`config.mk`:
```
export PLATFORM = sky130hd
export DESIGN_NAME = acc_flag_alu
export DESIGN_NICKNAME = d
export VERILOG_FILES = /design/src/rtl/acc_alu_pkg.sv /design/src/rtl/acc_alu_ctrl.sv /design/src/rtl/acc_alu_dp.sv /design/src/rtl/acc_flag_alu.sv
export SDC_FILE = /design/constraint.sdc
export NUM_CORES = 1
export LEC_CHECK = 0
export CORE_UTILIZATION = 58
export CTS_CLUSTER_DIAMETER = 40
export DETAILED_ROUTE_END_ITERATION = 8
export PLACE_DENSITY = 0.83
export SYNTH_ARGS = -nofsm -noshare
export SYNTH_HDL_FRONTEND = slang
export SYNTH_SLANG_ARGS = --single-unit
```
`constraint.sdc`:
```
create_clock -name clk -period 3.9 [get_ports clk]
set_input_delay 0.39 -clock clk [delete_from_list [all_inputs] [get_ports clk]]
set_output_delay 0.39 -clock clk [all_outputs]
set_load 0.01 [all_outputs]
```
`src/rtl/acc_alu_pkg.sv`:
```
package acc_alu_pkg;

  localparam int OP_W = 5;

  // operation codes
  localparam logic [OP_W-1:0] OPC_ADC  = 5'b00010;
  localparam logic [OP_W-1:0] OPC_INC  = 5'b00011;
  localparam logic [OP_W-1:0] OPC_SBC  = 5'b00100;
  localparam logic [OP_W-1:0] OPC_DEC  = 5'b00101;
  localparam logic [OP_W-1:0] OPC_NOT  = 5'b00110;
  localparam logic [OP_W-1:0] OPC_XOR  = 5'b00111;
  localparam logic [OP_W-1:0] OPC_AND  = 5'b01000;
  localparam logic [OP_W-1:0] OPC_OR   = 5'b01001;
  localparam logic [OP_W-1:0] OPC_SHL  = 5'b01010;
  localparam logic [OP_W-1:0] OPC_SHR  = 5'b01011;
  localparam logic [OP_W-1:0] OPC_ROL  = 5'b01100;
  localparam logic [OP_W-1:0] OPC_ROR  = 5'b01101;
  localparam logic [OP_W-1:0] OPC_CMP  = 5'b01110;
  localparam logic [OP_W-1:0] OPC_SETC = 5'b11100;
  localparam logic [OP_W-1:0] OPC_CLRC = 5'b11101;

  typedef enum logic [3:0] {
    FN_NONE, FN_ADD, FN_INC, FN_SUB, FN_DEC, FN_NOT, FN_XOR, FN_AND,
    FN_OR, FN_SHL, FN_SHR, FN_ROL, FN_ROR, FN_CMP
  } aluFunc_e;

  typedef struct packed {
    aluFunc_e func;
    logic     writeAcc;
    logic     updZero;
    logic     updCarry;
    logic     forceCarry;
    logic     forceVal;
  } aluStrobe_t;

endpackage

```
`src/rtl/acc_alu_ctrl.sv`:
```
module acc_alu_ctrl
  import acc_alu_pkg::*;
(
  input  logic            opValid,
  input  logic [OP_W-1:0] opCode,
  output aluStrobe_t      strb
);

  always_comb begin
    strb = '{func: FN_NONE, writeAcc: 1'b0, updZero: 1'b0, updCarry: 1'b0,
             forceCarry: 1'b0, forceVal: 1'b0};
    if (opValid) begin
      case (opCode)
        OPC_ADC: strb.func = FN_ADD;
        OPC_INC: strb.func = FN_INC;
        OPC_SBC: strb.func = FN_SUB;
        OPC_DEC: strb.func = FN_DEC;
        OPC_NOT: strb.func = FN_NOT;
        OPC_XOR: strb.func = FN_XOR;
        OPC_AND: strb.func = FN_AND;
        OPC_OR:  strb.func = FN_OR;
        OPC_SHL: strb.func = FN_SHL;
        OPC_SHR: strb.func = FN_SHR;
        OPC_ROL: strb.func = FN_ROL;
        OPC_ROR: strb.func = FN_ROR;
        OPC_CMP: strb.func = FN_CMP;
        OPC_SETC: begin
          strb.forceCarry = 1'b1;
          strb.forceVal   = 1'b1;
        end
        OPC_CLRC: begin
          strb.forceCarry = 1'b1;
          strb.forceVal   = 1'b0;
        end
        default: strb.func = FN_NONE;
      endcase

      case (strb.func)
        FN_NONE: ;
        FN_CMP: begin
          strb.updZero  = 1'b1;
          strb.updCarry = 1'b1;
        end
        FN_NOT, FN_XOR, FN_AND, FN_OR: begin
          strb.writeAcc = 1'b1;
          strb.updZero  = 1'b1;
        end
        default: begin
          strb.writeAcc = 1'b1;
          strb.updZero  = 1'b1;
          strb.updCarry = 1'b1;
        end
      endcase
    end
  end

endmodule

```
`src/rtl/acc_alu_dp.sv`:
```
module acc_alu_dp
  import acc_alu_pkg::*;
#(
  parameter int DATA_W = 8
) (
  input  logic              clk,
  input  logic              rstN,
  input  aluStrobe_t        strb,
  input  logic [DATA_W-1:0] operandVal,
  input  logic [DATA_W-1:0] accVal,
  output logic [DATA_W-1:0] resultOut,
  output logic              accWrEn,
  output logic              zeroFlag,
  output logic              carryFlag
);

  localparam int EXT_W = DATA_W + 1;

  logic [EXT_W-1:0]  opExt, accExt, cinExt, oneExt, wideRes;
  logic [DATA_W-1:0] nextRes;
  logic              nextCarry, nextZero;

  assign opExt  = {1'b0, operandVal};
  assign accExt = {1'b0, accVal};
  assign cinExt = {{DATA_W{1'b0}}, carryFlag};
  assign oneExt = {{DATA_W{1'b0}}, 1'b1};

  always_comb begin
    wideRes   = '0;
    nextRes   = '0;
    nextCarry = carryFlag;
    case (strb.func)
      FN_ADD: begin
        wideRes   = opExt + accExt + cinExt;
        nextRes   = wideRes[DATA_W-1:0];
        nextCarry = wideRes[DATA_W];
      end
      FN_INC: begin
        wideRes   = opExt + oneExt;
        nextRes   = wideRes[DATA_W-1:0];
        nextCarry = wideRes[DATA_W];
      end
      FN_SUB: begin
        wideRes   = opExt - accExt - cinExt;
        nextRes   = wideRes[DATA_W-1:0];
        nextCarry = wideRes[DATA_W];
      end
      FN_DEC: begin
        wideRes   = opExt - oneExt;
        nextRes   = wideRes[DATA_W-1:0];
        nextCarry = wideRes[DATA_W];
      end
      FN_NOT: nextRes = ~operandVal;
      FN_XOR: nextRes = operandVal ^ accVal;
      FN_AND: nextRes = operandVal & accVal;
      FN_OR:  nextRes = operandVal | accVal;
      FN_SHL: begin
        nextRes   = {operandVal[DATA_W-2:0], carryFlag};
        nextCarry = operandVal[DATA_W-1];
      end
      FN_SHR: begin
        nextRes   = {carryFlag, operandVal[DATA_W-1:1]};
        nextCarry = operandVal[0];
      end
      FN_ROL: begin
        nextRes   = {operandVal[DATA_W-2:0], operandVal[DATA_W-1]};
        nextCarry = operandVal[DATA_W-1];
      end
      FN_ROR: begin
        nextRes   = {operandVal[0], operandVal[DATA_W-1:1]};
        nextCarry = operandVal[0];
      end
      FN_CMP: begin
        wideRes   = accExt - opExt;
        nextRes   = wideRes[DATA_W-1:0];
        nextCarry = ~wideRes[DATA_W] & (nextRes != '0);
      end
      default: ;
    endcase
    nextZero = (nextRes == '0);
  end

  always_ff @(posedge clk) begin
    if (!rstN) begin
      resultOut <= '0;
      accWrEn   <= 1'b0;
      zeroFlag  <= 1'b0;
      carryFlag <= 1'b0;
    end else begin
      accWrEn <= strb.writeAcc;
      if (strb.writeAcc) resultOut <= nextRes;
      if (strb.updZero) zeroFlag <= nextZero;
      if (strb.forceCarry) carryFlag <= strb.forceVal;
      else if (strb.updCarry) carryFlag <= nextCarry;
    end
  end

endmodule

```
`src/rtl/acc_flag_alu.sv`:
```
module acc_flag_alu
  import acc_alu_pkg::*;
#(
  parameter int DATA_W = 8
) (
  input  logic              clk,
  input  logic              rstN,
  input  logic              opValid,
  input  logic [OP_W-1:0]   opCode,
  input  logic [DATA_W-1:0] operandVal,
  input  logic [DATA_W-1:0] accVal,
  output logic [DATA_W-1:0] resultOut,
  output logic              accWrEn,
  output logic              zeroFlag,
  output logic              carryFlag
);

  aluStrobe_t strb;

  acc_alu_ctrl u_ctrl (
    .opValid (opValid),
    .opCode  (opCode),
    .strb    (strb)
  );

  acc_alu_dp #(.DATA_W(DATA_W)) u_dp (
    .clk        (clk),
    .rstN       (rstN),
    .strb       (strb),
    .operandVal (operandVal),
    .accVal     (accVal),
    .resultOut  (resultOut),
    .accWrEn    (accWrEn),
    .zeroFlag   (zeroFlag),
    .carryFlag  (carryFlag)
  );

endmodule

```
==> results.py <==
metrics = {
    "global_routing": {
        "grt_antenna_before_repair": 0,
        "grt_start_max_net_pins": 18,
        "grt_first_pass_wirelength_mm": 15.0,
        "first_global_vias": 3086,
        "globalRouteTotalUtil": 0.371,
        "gr-total-overflow": 0,
    },
    "final_layout": {
        "multi_input_comb_area_um2": 2350,
        "finish.net_count": 489,
        "layout_commonest_cell": "sky130_fd_sc_hd__ha_1",
        "flow.area_growth_from_synthesis_pct": 18.1,
        "postLayoutCellArea_um2": 3310,
        "register_area_um2": 220,
        "num-fill-cells": 396,
        "post_route_cells_drive_above_1_share": 0.0762,
        "layout.cells.most_common_list": "sky130_fd_sc_hd__ha_1, sky130_fd_sc_hd__nor2_1, sky130_fd_sc_hd__clkdlybuf4s50_1",
        "antenna_cells_inserted": 0,
    },
    "sta": {
        "final_hold_viol_count": 0,
        "final-setup-viol-count": 0,
        "fmax_mhz": 262,
        "post-route-worst-setup-slack_ns": 0.0805,
        "grt_setup_unrepaired": "false",
        "slew_violations": 0,
        "min_period_ns": 3.82,
        "fin_skew_ns": 0.00517,
        "worst_slew_pin_slew_ns": 1.17,
        "max_slew_margin": 0.208,
        "post-route-period-util": 0.979,
    },
    "power": {
        "power_per_cell_area_nw_per_um2": 193,
        "irDropWorstVdd_uv": 105,
        "total_leakage_power_nw": 1.35,
    },
    "worst_hold_path": {
        "hp-class": "flop to flop",
    },
    "logic_synthesis": {
        "number_of_flops_mapped_to_enable_cells_by_yosys": 0,
        "synth_seq_cells": 11,
        "yosysUniqueCellTypes": 67,
        "syn-mean-instance-area_um2": 7.32,
        "synthesis.area_um2": 2800,
        "async_flop_share": 0,
        "ys_dominant_reg_cell": "sky130_fd_sc_hd__dfxtp_1",
        "yosys_warning_total": 0,
        "postSynthNetCount": 451,
        "synthCells": 383,
        "synth-seq-area-share": 0.0785,
    },
    "route": {
        "drc": 0,
        "routed_wl_per_cell_um": 19.7,
        "routed-via-count": 3217,
        "first_pass_drt_iterations": 6,
        "finalWirelength_mm": 9.28,
        "ant_nets": 0,
        "detail_route.iter0.violations": 412,
        "post_drt_via_cell_ratio": 6.82,
    },
    "cts": {
        "cts_made_buffers": 3,
        "clkTransAtPathRegs_ns": 0.05,
        "clock_tree.buffer_depth": 2,
        "cts_repair_resize_count": 0,
        "cts_tree": "done",
        "ctsRootBufferMaster": "sky130_fd_sc_hd__clkbuf_8",
        "clock_latency_on_the_worst_skew_pair_ns": 0.24,
        "cts_hold_buffers": 0,
        "postCtsSetupBuffers": 0,
        "cts.sinks": 11,
        "cts_htree_levels": 1,
    },
    "floorplanning": {
        "die_height_um": 71.5,
        "floorplan.initialDensity": 0.622,
        "core-area_um2": 4500,
        "dieArea_um2": 5120,
        "die_w_um": 71.5,
        "rows": 24,
        "num_io_pins": 35,
    },
    "outcome": {
        "status": "completed",
    },
    "setup_path": {
        "critical-path-slowest-cell": "sky130_fd_sc_hd__a2111oi_0",
        "critical_path.endpoint_type": "flop",
        "cp_cell_sequence": "clkdlybuf4s50_1, fa_1, fa_1, o21ai_0, nand2b_1, xor2_1, a2111oi_0, o2111ai_1, or4_1, o41ai_2",
        "maximum_single_stage_delay_on_the_critical_path_ns": 0.60,
        "crit_path_frequent_cell": "sky130_fd_sc_hd__fa_1",
        "cp_max_fo": 4,
        "path_class": "input pin to flop",
        "cp-start-kind": "input pin",
        "timing.critical_path.required_ns": 4.05,
        "worst-endpoint-arrival_ns": 3.96,
    },
    "placed_design": {
        "placement.setup.worst_slack_ns": -0.0339,
        "placed_cell_area_um2": 3270,
        "hpwlAfterDp_mm": 7.34,
        "number_of_buffer_cells_added_on_primary_ports": 34,
        "place_congestion": 1.00,
    },
    "job": {
        "max_cap_viol_count": 0,
    },
}
[per-layer routing]
metal / GRT usage / share of wire / vias to the layer above
met2: 0.600 / 0.45 / 251
met4: 0.155 / 0.033 / 0
met5: 0 / 0 / -
met3: 0.0605 / 0.12 / 39
li1: - / - / 1494
met1: 0.491 / 0.40 / 1433
[final cells by class]
| type | instances | share of cell area |
|---|---|---|
| Tap cell | 52 | 0.0197 |
| Multi-Input combinational cell | 315 | 0.709 |
| Clock buffer | 4 | 0.0136 |
| Sequential cell | 11 | 0.0665 |
| Inverter | 34 | 0.0385 |
| Timing Repair Buffer | 56 | 0.153 |
[report_power, final]
| group | leakage (nW) | switching [W] | internal, W |
|---|---|---|---|
| clock | 0.0228 | 0.0000437 | 0.0000718 |
| sequential | 0.0901 | 0.00000462 | 0.000120 |
| combinational | 1.24 | 0.000228 | 0.000171 |
[cell usage after synthesis, drive strengths merged (6+ instances only)]
| master | number | area [um2] |
|---|---|---|
| ha | 38 | 475 |
| nor2 | 37 | 139 |
| inv | 33 | 124 |
| nand2 | 21 | 78.8 |
| a21oi | 20 | 100 |
| nor3 | 17 | 90.1 |
| clkbuf | 14 | 52.6 |
| o21ai | 13 | 65.1 |
| dfxtp | 11 | 220 |
| nand3 | 11 | 55.1 |
| xnor2 | 11 | 96.3 |
| buf | 9 | 56.3 |
| a211oi | 8 | 60.1 |
| a22oi | 7 | 52.6 |
| nand2b | 7 | 43.8 |
| nand4 | 7 | 43.8 |
| xor2 | 7 | 61.3 |
| fa | 6 | 120 |
| o22ai | 6 | 37.5 |
[critical path: cells and delay by family]
| kind | cells | cell delay (ns) |
|---|---|---|
| XOR/XNOR | 1 | 0.15 |
| buffers and inverters | 1 | 0.51 |
| AND/OR/NAND/NOR | 2 | 0.58 |
| adder cells (fa/ha/maj) | 2 | 0.93 |
| AO/OA/AOI/OAI | 4 | 1.41 |
[metrics by stage]
| step | util | instances | TNS [ns] | hold slack [ns] | total power (W) |
|---|---|---|---|---|---|
| 2_1_floorplan | - | 383 | 0 | 0.504 | 0.000373 |
| 3_3_place_gp | 0.725 | 468 | 0 | 0.478 | 0.000505 |
| 3_5_place_dp | 0.725 | 468 | -0.0339 | 0.480 | 0.000511 |
| 4_1_cts | 0.735 | 472 | 0 | 0.498 | 0.000626 |
| 5_1_grt | 0.735 | 472 | 0 | 0.527 | 0.000676 |
| 6_report | 0.735 | 472 | 0 | 0.495 | 0.000639 |
[cells by family after synthesis]
logic type,count (synthesis),share of synthesized area
compound gates,114,0.296
mux,5,0.0178
xor+xnor,18,0.0562
simple gates,134,0.255
fa+ha+maj,44,0.212
flops,11,0.0785
buf+inv,57,0.0843
[path summary, 6_finish.rpt]
path                      from                end  slack [ns]  depth (start not counted)
min reg2reg  u_dp.resultOut[1]  u_dp.resultOut[1]        0.49                          2
max              operandVal[0]      u_dp.zeroFlag        0.08                         10
max reg2reg     u_dp.carryFlag      u_dp.zeroFlag        0.26                         10
min          u_dp.resultOut[1]  u_dp.resultOut[1]        0.49                          2
[flip-flops by register name, summed over array words and instances (netlist names)]
name	cells
u_dp.carryFlag	1
u_dp.resultOut	8
u_dp.zeroFlag	1
u_dp.accWrEn	1
Power figures use the tool's default switching activity.
